--- src/rtl/nib_pkg.sv ---
package nib_pkg;
  typedef enum logic [1:0] {
    MD_ADDSUB = 2'b00,
    MD_COUNT  = 2'b01,
    MD_MULACC = 2'b10,
    MD_EQUAL  = 2'b11
  } nib_mode_e;

  typedef enum logic [1:0] {
    CS_FAST = 2'b00,
    CS_BHI  = 2'b01,
    CS_ZERO = 2'b10,
    CS_ONE  = 2'b11
  } nib_csrc_e;

  // carry of one generate/propagate stage
  function automatic logic gp_carry(input logic g, input logic p, input logic c);
    return g | (p & c);
  endfunction

  // sum bit of one stage
  function automatic logic gp_sum(input logic p, input logic c);
    return p ^ c;
  endfunction
endpackage

--- src/rtl/nib_cin_sel.sv ---
module nib_cin_sel
  import nib_pkg::*;
(
  input  logic [1:0] sel,
  input  logic       fast_in,
  input  logic       b_hi,
  output logic       cin
);
  always_comb begin
    unique case (nib_csrc_e'(sel))
      CS_FAST: cin = fast_in;
      CS_BHI:  cin = b_hi;
      CS_ZERO: cin = 1'b0;
      default: cin = 1'b1;
    endcase
  end
endmodule

--- src/rtl/nib_operand_prep.sv ---
module nib_operand_prep
  import nib_pkg::*;
#(
  parameter int W = 4
) (
  input  logic [1:0]   mode,
  input  logic         ctl,
  input  logic         cin,
  input  logic [W-1:0] b_in,
  output logic [W-1:0] opnd,
  output logic         chain_cin,
  output logic         flip_carry,
  output logic         eq_mode
);
  always_comb begin
    opnd       = b_in;
    chain_cin  = cin;
    flip_carry = 1'b0;
    eq_mode    = 1'b0;
    unique case (nib_mode_e'(mode))
      MD_ADDSUB: opnd = ctl ? ~b_in : b_in;
      MD_COUNT: begin
        if (ctl) begin
          opnd = '0;
        end else begin
          // A - c = A + all-ones + ~c; borrow is the inverted carry
          opnd       = '1;
          chain_cin  = ~cin;
          flip_carry = 1'b1;
        end
      end
      MD_MULACC: opnd = ctl ? b_in : '0;
      default: begin
        chain_cin = 1'b0;
        eq_mode   = 1'b1;
      end
    endcase
  end
endmodule

--- src/rtl/nib_gp_chain.sv ---
module nib_gp_chain
  import nib_pkg::*;
#(
  parameter int W = 4
) (
  input  logic [W-1:0] a,
  input  logic [W-1:0] b,
  input  logic         cin,
  output logic [W-1:0] sum,
  output logic [W-1:0] prop,
  output logic         cout
);
  logic [W:0]   c;
  logic [W-1:0] gen;

  assign c[0] = cin;

  for (genvar i = 0; i < W; i++) begin : g_bit
    assign gen[i]  = a[i] & b[i];
    assign prop[i] = a[i] ^ b[i];
    assign c[i+1]  = gp_carry(gen[i], prop[i], c[i]);
    assign sum[i]  = gp_sum(prop[i], c[i]);
  end

  assign cout = c[W];
endmodule

--- src/rtl/nib_count_reg.sv ---
module nib_count_reg #(
  parameter int W = 4
) (
  input  logic         clk,
  input  logic         rst_n,
  input  logic         ld,
  input  logic [W-1:0] d,
  output logic [W-1:0] q
);
  always_ff @(posedge clk or negedge rst_n) begin
    if (!rst_n)  q <= '0;
    else if (ld) q <= d;
  end
endmodule

--- src/rtl/nib_arith_slice.sv ---
module nib_arith_slice
  import nib_pkg::*;
#(
  parameter int W = 4
) (
  input  logic         clk,
  input  logic         rst_n,
  input  logic [W:0]   op_a,
  input  logic [W:0]   op_b,
  input  logic         fast_cin,
  input  logic [1:0]   mode_sel,
  input  logic [1:0]   cin_src,
  input  logic [1:0]   carry_route,
  input  logic         cnt_loop,
  input  logic         cnt_en,
  output logic [W-1:0] res_f,
  output logic         cout,
  output logic         aux_out,
  output logic [W-1:0] cnt_q
);
  localparam int SW = W + 1;

  logic         cin_v;
  logic         ctl;
  logic         is_count;
  logic [W-1:0] a_low;
  logic [W-1:0] b_low;
  logic [W-1:0] opnd;
  logic         chain_cin;
  logic         flip_carry;
  logic         eq_mode;
  logic [W-1:0] chain_sum;
  logic [W-1:0] chain_prop;
  logic         chain_cout;
  logic         slice_carry;
  logic         cnt_ld;
  logic [SW-1:0] ref_add;

  assign ctl      = op_a[W];
  assign b_low    = op_b[W-1:0];
  assign is_count = (nib_mode_e'(mode_sel) == MD_COUNT);
  assign a_low    = (is_count && cnt_loop) ? cnt_q : op_a[W-1:0];
  assign cnt_ld   = cnt_en && is_count;

  nib_cin_sel u_cin (
    .sel     (cin_src),
    .fast_in (fast_cin),
    .b_hi    (op_b[W]),
    .cin     (cin_v)
  );

  nib_operand_prep #(.W(W)) u_prep (
    .mode       (mode_sel),
    .ctl        (ctl),
    .cin        (cin_v),
    .b_in       (b_low),
    .opnd       (opnd),
    .chain_cin  (chain_cin),
    .flip_carry (flip_carry),
    .eq_mode    (eq_mode)
  );

  nib_gp_chain #(.W(W)) u_chain (
    .a    (a_low),
    .b    (opnd),
    .cin  (chain_cin),
    .sum  (chain_sum),
    .prop (chain_prop),
    .cout (chain_cout)
  );

  always_comb begin
    if (eq_mode) begin
      res_f       = chain_prop;
      slice_carry = (|chain_prop) | cin_v;
    end else begin
      res_f       = chain_sum;
      slice_carry = flip_carry ? ~chain_cout : chain_cout;
    end
  end

  assign cout    = carry_route[0] & slice_carry;
  assign aux_out = carry_route[1] & slice_carry;

  nib_count_reg #(.W(W)) u_cnt (
    .clk   (clk),
    .rst_n (rst_n),
    .ld    (cnt_ld),
    .d     (res_f),
    .q     (cnt_q)
  );

  // plain-adder reference for the assertions, independent of the g/p chain
  assign ref_add = {1'b0, a_low} + {1'b0, b_low} + SW'(cin_v);

  a_r2_add_sum: assert property (@(posedge clk) disable iff (!rst_n)
    (mode_sel == 2'b00 && !ctl) |-> ({slice_carry, res_f} == ref_add));

  a_r3_sub_noborrow: assert property (@(posedge clk) disable iff (!rst_n)
    (mode_sel == 2'b00 && ctl && cin_v) |-> (slice_carry == (a_low >= b_low)));

  a_r5_down_borrow: assert property (@(posedge clk) disable iff (!rst_n)
    (mode_sel == 2'b01 && !ctl) |-> (slice_carry == (cin_v && a_low == '0)));

  a_r7_eq_match: assert property (@(posedge clk) disable iff (!rst_n)
    (mode_sel == 2'b11 && !cin_v && a_low == b_low) |-> (!slice_carry && res_f == '0));

  a_r9_hold: assert property (@(posedge clk) disable iff (!rst_n)
    !cnt_ld |=> $stable(cnt_q));

  a_r9_load: assert property (@(posedge clk) disable iff (!rst_n)
    cnt_ld |=> (cnt_q == $past(res_f)));

  a_r10_loop_up: assert property (@(posedge clk) disable iff (!rst_n)
    (is_count && cnt_loop && ctl && cin_v) |-> (res_f == W'(cnt_q + 1'b1)));
endmodule

--- config.mk ---
export PLATFORM = sky130hd
export DESIGN_NAME = nib_arith_slice
export DESIGN_NICKNAME = d
export VERILOG_FILES = /design/src/rtl/nib_pkg.sv /design/src/rtl/nib_cin_sel.sv /design/src/rtl/nib_operand_prep.sv /design/src/rtl/nib_gp_chain.sv /design/src/rtl/nib_count_reg.sv /design/src/rtl/nib_arith_slice.sv
export SDC_FILE = /design/constraint.sdc
export NUM_CORES = 1
export LEC_CHECK = 0
export BUFFER_PORTS_ARGS = -buffer_cell sky130_fd_sc_hd__buf_2
export CAP_MARGIN = 20
export CORE_UTILIZATION = 49
export DETAILED_ROUTE_END_ITERATION = 16
export PLACE_DENSITY = 0.91
export SLEW_MARGIN = 40
export SYNTH_ARGS = -nofsm -noshare
export SYNTH_HDL_FRONTEND = slang
export SYNTH_SLANG_ARGS = --single-unit
--- constraint.sdc ---
create_clock -name clk -period 7.7 [get_ports clk]
set_input_delay 0.385 -clock clk [delete_from_list [all_inputs] [get_ports clk]]
set_output_delay 0.385 -clock clk [all_outputs]
set_load 0.005 [all_outputs]
# Word-level counts from Yosys, hierarchy flattened
# Cells that the tools add are included.
totals:
  ramBits: 0
  latch_bits: 0
  in_bits: 21
  mem_bits_ro: 0
  reg_bits: 4
  mem_count: 0
op_classes:
  mux: 13
  reduce_logical: 7
  shift: 0
  n_mul: 0
  eq_ne: 4
  n_div: 0
  bitwise: 26
  n_lt_le_gt_ge: 0
  n_addsub: 0
op_table:
  columns: ["operator", "count"]
  rows:
  - ["two-way mux 4 bit", 5]
  - ["one-hot mux 4 bit (3 select lines)", 1]
  - ["bitwise AND 1 bit", 10]
  - ["bitwise XOR 1 bit", 8]
  - ["two-way mux 1 bit", 5]
  - ["OR 1 bit", 5]
  - ["equality test 2 x 1 -> 1 bit, second input constant", 2]
  - ["equality test 2 bit, second input constant", 2]
  - ["logical NOT 2 bit", 2]
  - ["NOT 4 bit", 1]
  - ["OR reduction 4 bit", 1]
  - ["one-hot mux 1 bit (3 select lines)", 1]
  - ["OR reduction 3 bit", 1]
  - ["logical AND 1 bit", 2]
  - ["NOT 1 bit", 2]
  - ["one-hot mux 1 bit (2 select lines)", 1]
  - ["OR reduction 2 bit", 1]

# Longest topological paths before layout
depth:
  depth_word: 17
  depth_mapped: 13
  depth_no_buf: 12

# Modules after synthesis
# A second synthesis with hierarchy kept.
unflattened:
  hier_cells: 62
  area_unflattened_um2: 695.7
by_module_without_submodules:
  columns: ["mod", "n_inst", "seq_area_each_um2", "cells_per_inst", "area_per_inst_um2"]
  rows:
  - ["nib_operand_prep", 1, 0.0, 17, 200.2]
  - ["nib_gp_chain", 1, 0.0, 18, 167.7]
  - ["nib_arith_slice", 1, 0.0, 16, 166.4]
  - ["nib_count_reg", 1, 100.1, 8, 145.1]
  - ["nib_cin_sel", 1, 0.0, 3, 16.3]

# Worst setup path after synthesis
# No wires, ideal clock.
synth_timing:
  path_type: "input-to-output"
  start: "input op_a[4]"
  end: "output aux_out"
  arrival_ps: 2946
  n_path_buf: 0
  t_required_ps: 7315
  cell_stages: 11
  slack_ps: 4369
  path_cell_list: "ha_1 -> mux4_2 -> fa_1 -> inv_1 -> fa_1 -> fa_1 -> inv_1 -> fa_1 -> or3b_2 -> o221ai_1 -> nor3b_1"
synth_via:
  elab_chain_cells: 15
synth_rtl:
  columns: ["item", "line_no", "source"]
  rows:
  - ["start: declaration", "nib_arith_slice.sv:8", "input logic [W:0] op_a,"]
  - ["two-way mux 4 bit (on tied branches)", "nib_operand_prep.sv:32, nib_operand_prep.sv:21, nib_operand_prep.sv:23", null]
  - ["one-hot mux 4 bit (3 select lines)", "nib_operand_prep.sv:20", "unique case (nib_mode_e'(mode))"]
  - ["bitwise XOR 1 bit", "nib_gp_chain.sv:20", "assign prop[i] = a[i] ^ b[i];"]
  - ["bitwise AND 1 bit", "nib_pkg.sv:18", "return g | (p & c);"]
  - ["OR 1 bit", "nib_pkg.sv:18", null]
  - ["bitwise AND 1 bit", "nib_pkg.sv:18", null]
  - ["OR 1 bit", "nib_pkg.sv:18", null]
  - ["bitwise AND 1 bit", "nib_pkg.sv:18", null]
  - ["OR 1 bit", "nib_pkg.sv:18", null]
  - ["bitwise AND 1 bit", "nib_pkg.sv:18", null]
  - ["OR 1 bit", "nib_pkg.sv:18", null]
  - ["NOT 1 bit", "nib_arith_slice.sv:78", "slice_carry = flip_carry ? ~chain_cout : chain_cout;"]
  - ["two-way mux 1 bit", "nib_arith_slice.sv:78", null]
  - ["two-way mux 1 bit (*)", "nib_arith_slice.sv:73", "if (eq_mode) begin"]
  - ["bitwise AND 1 bit (*)", "nib_arith_slice.sv:83", "assign aux_out = carry_route[1] & slice_carry;"]
  - ["end: declaration", "nib_arith_slice.sv:18", "output logic aux_out,"]
# Every way passes the cells marked *; elsewhere a longest branch is shown, timed or not.

# Worst setup path after layout
layout_timing:
  start: "input op_a[4]"
  end: "output cout"
layout_via:
  elab_chain_cells: 15
layout_rtl:
  columns: ["item", "line_no", "source"]
  rows:
  - ["two-way mux 4 bit (on tied branches)", "nib_operand_prep.sv:32, nib_operand_prep.sv:21, nib_operand_prep.sv:23", null]
  - ["one-hot mux 4 bit (3 select lines)", "nib_operand_prep.sv:20", null]
  - ["bitwise XOR 1 bit", "nib_gp_chain.sv:20", null]
  - ["bitwise AND 1 bit", "nib_pkg.sv:18", null]
  - ["OR 1 bit", "nib_pkg.sv:18", null]
  - ["bitwise AND 1 bit", "nib_pkg.sv:18", null]
  - ["OR 1 bit", "nib_pkg.sv:18", null]
  - ["bitwise AND 1 bit", "nib_pkg.sv:18", null]
  - ["OR 1 bit", "nib_pkg.sv:18", null]
  - ["bitwise AND 1 bit", "nib_pkg.sv:18", null]
  - ["OR 1 bit", "nib_pkg.sv:18", null]
  - ["NOT 1 bit", "nib_arith_slice.sv:78", null]
  - ["two-way mux 1 bit", "nib_arith_slice.sv:78", null]
  - ["two-way mux 1 bit (*)", "nib_arith_slice.sv:73", null]
  - ["bitwise AND 1 bit (*)", "nib_arith_slice.sv:82", "assign cout = carry_route[0] & slice_carry;"]
  - ["end: declaration", "nib_arith_slice.sv:17", "output logic cout,"]
# Marked as above.

==> metrics.txt <==
Hold Fails Final Rpt 0; setup TNS 0 ns; via count 629; clock latency on the worst-skew pair 0.24 ns; Mapped Avg Cell Area 9.88 sq um; Final Util 66.7%; Max Root-Sink Buffers 2; WP data required 7.32 ns; Worst Setup End Kind output pin; root buf cell clkbuf_4; CTS buffer count 3; RSZ-0062 raised after global routing false; Placed Area 836 sq um; Die Span Y 39.3 microns; most frequent cells in the layout 30 x buf_2, 8 x mux2_2, 8 x ha_1, 6 x inv_1, 6 x o21ai_0; Synth-to-Final Area Change 27.3%; most common cell after layout, fill and taps aside buf_2; overall power 0.000137 W; initial drt markers 7; status finished, final reports clean; Power Density 157 mW/mm^2; Logic pwr share 55.5%; crit-path max FO 8; number of global-route vias before repair 556; max_cap viols 0; die area 0.00154 sq mm; routability cong. 0.743; Worst Skew 0.00131 ns; global-route wire length before repair 2190 microns; total routed wirelength 1440 microns; Fill cells 118; footprint of the multi-input gates 544 sq um; Synth cell types 23; initial antenna violation count 0; Wirelength per Cell 12.4 microns; sequential share of the synthesized area 14.7%; most frequent CP cell fa_1; TritonCTS clock tree done; Clock Sinks 4; Pins Over Slew Limit 0; die width 39.3 microns; final critical-path setup slack 3.96 ns; Warnings, synthesis 0; Crit Path Category primary input to output pin; Reg2Reg Depth 8; crit-path leading delay family adder cells; antenna violation net count after detailed routing 0; core footprint 0.00130 sq mm; top cell type's share of synthesized area 14.7%; antenna cells 0; I/O pin cnt 31; Vias/cell 5.42; cell area after layout 868 sq um; Residual DRC 0; Final min period 3.74 ns; Post-Syn Area 682 sq um; CP Launch Type primary input; TritonRoute pass-1 iters 5; worst stage delay on the critical path 0.50 ns; Overflow after GRT 0; number of synthesized register bits 4; Rel. slew slack 74.8%; dpl ws 3.95 ns; Final HPWL DP 1240 microns; Worst-Margin Slew 0.377 ns; Worst Hold Class primary input to asynchronous set/reset pin; Worst VDD drop 0.0000624 V; capture point of the worst reg-to-reg path u_cnt.q[3]$_DFFE_PN0P_; H-tree Lvls 1; Final setup viols 0; LEAKAGE 0.438 nW; Synth Net Count 102; R2R Setup Slk 5.29 ns; Critical R2R Launch u_cnt.q[0]$_DFFE_PN0P_; biggest regs u_cnt.q x4; max FFs per register 4; most area-consuming cells after synthesis dfrtp_1 15%, ha_1 15%, mux2_2 13%, fa_1 12%, mux4_2 6.6%; Port Buffers 30; switching part of the total 35.7%; fmax 267 MHz; Clock transition at path regs 0.04 ns; instance count of the mapped netlist 69; Overall Global Routing Usage 21.7%; P_sw 0.0000488 W; clock share of power 19.1%; # resized after CTS 0; critical path, cell by cell buf_2 > ha_1 > mux4_2 > fa_1 > inv_1 > fa_1 > fa_1 > inv_1 > fa_1 > or3b_2 > o221ai_1 > nor3b_1 > buf_2; Buf/Inv on CP 4; Total Nets Final 136; Site Rows 13; largest net degree at the start of global routing 14; FF/Latch Area 100 sq um; Tcrit/Tclk final 48.6%; Starting Density 52.4%; Yosys top cell by area dfrtp_1; Pint 0.0000879 W; Reg power frac 25.5%; Reg with most FFs u_cnt.q; share of cells above drive strength 1 45.5%; crit path DAT 3.36 ns; Slowest-stage cell, CP mux4_2
cells in the mapped netlist:
| library cell | instances |
|---|---|
| nor2b_1 | 3 |
| nand3b_1 | 2 |
| dfrtp_1 | 4 |
| nand2b_1 | 2 |
| o21a_1 | 3 |
| mux4_2 | 2 |
| or4_4 | 1 |
| o21ai_0 | 6 |
| ha_1 | 8 |
| nand2_1 | 4 |
| or4_1 | 1 |
| or3b_2 | 1 |
| o22ai_1 | 1 |
| a21oi_1 | 2 |
| inv_1 | 6 |
| nor4_2 | 1 |
| fa_1 | 4 |
| mux2_2 | 8 |
| o221ai_1 | 1 |
| mux2i_1 | 2 |
| nor2_1 | 2 |
| nor3b_1 | 3 |
| buf_4 | 2 |
how the worst max path moves through the flow:
stage	slack, ns	cells past startpoint	to	from
after CTS	3.95	13	aux_out	op_a[4]
after detailed placement	3.95	13	aux_out	op_a[4]
after global routing	3.81	13	cout	op_a[4]
after global placement	4.01	13	aux_out	op_a[4]
final	3.96	13	cout	op_a[4]
after floorplan	4.37	11	aux_out	op_a[4]
logic make-up (layout without fill, tap and decap cells):
family / after synthesis / count (layout) / share of synthesized area [%]
compound gates: 13 / 13 / 11.4
fa+ha+maj: 12 / 12 / 26.4
buf+inv: 8 / 40 / 5.50
flops: 4 / 4 / 14.7
mux: 12 / 12 / 22.8
simple gates: 20 / 20 / 19.3
repair_timing:
item                                   in CTS  in global routing
hold buffers                                1                  0
setup buffers                               0                  0
endpoints found under the hold margin       4                  0
power by group through the flow:
stage          Sequential [W]  Combinational (W)  Clock (W)
2_1_floorplan       0.0000355          0.0000457          0
3_3_place_gp        0.0000341          0.0000732          0
3_5_place_dp        0.0000353          0.0000761          0
4_1_cts             0.0000351          0.0000770  0.0000273
5_1_grt             0.0000362          0.0000865  0.0000278
6_report            0.0000348          0.0000758  0.0000260
through the flow:
step	std cells	hold slack [ns]
floorplan	69	0.0894
CTS	116	0.474
global route	116	0.517
finish	116	0.494
global placement	112	0.192
detailed placement	112	0.195
layer usage:
metal | up-vias | GRT usage [%] | share of wire, %
met5 | - | 0 | 0
met4 | 0 | 10.3 | 0.62
met3 | 2 | 1.70 | 5.3
met2 | 23 | 42.5 | 55
met1 | 291 | 22.7 | 39
li1 | 313 | - | -
final cells by class:
class / count / share of cell area (%)
sequential: 4 / 11.5
multi-input combinational: 57 / 62.7
inverter: 6 / 2.59
tap: 15 / 2.16
clock buffer: 3 / 2.59
timing repair buffer: 31 / 18.4
Power figures use the tool's default switching activity.
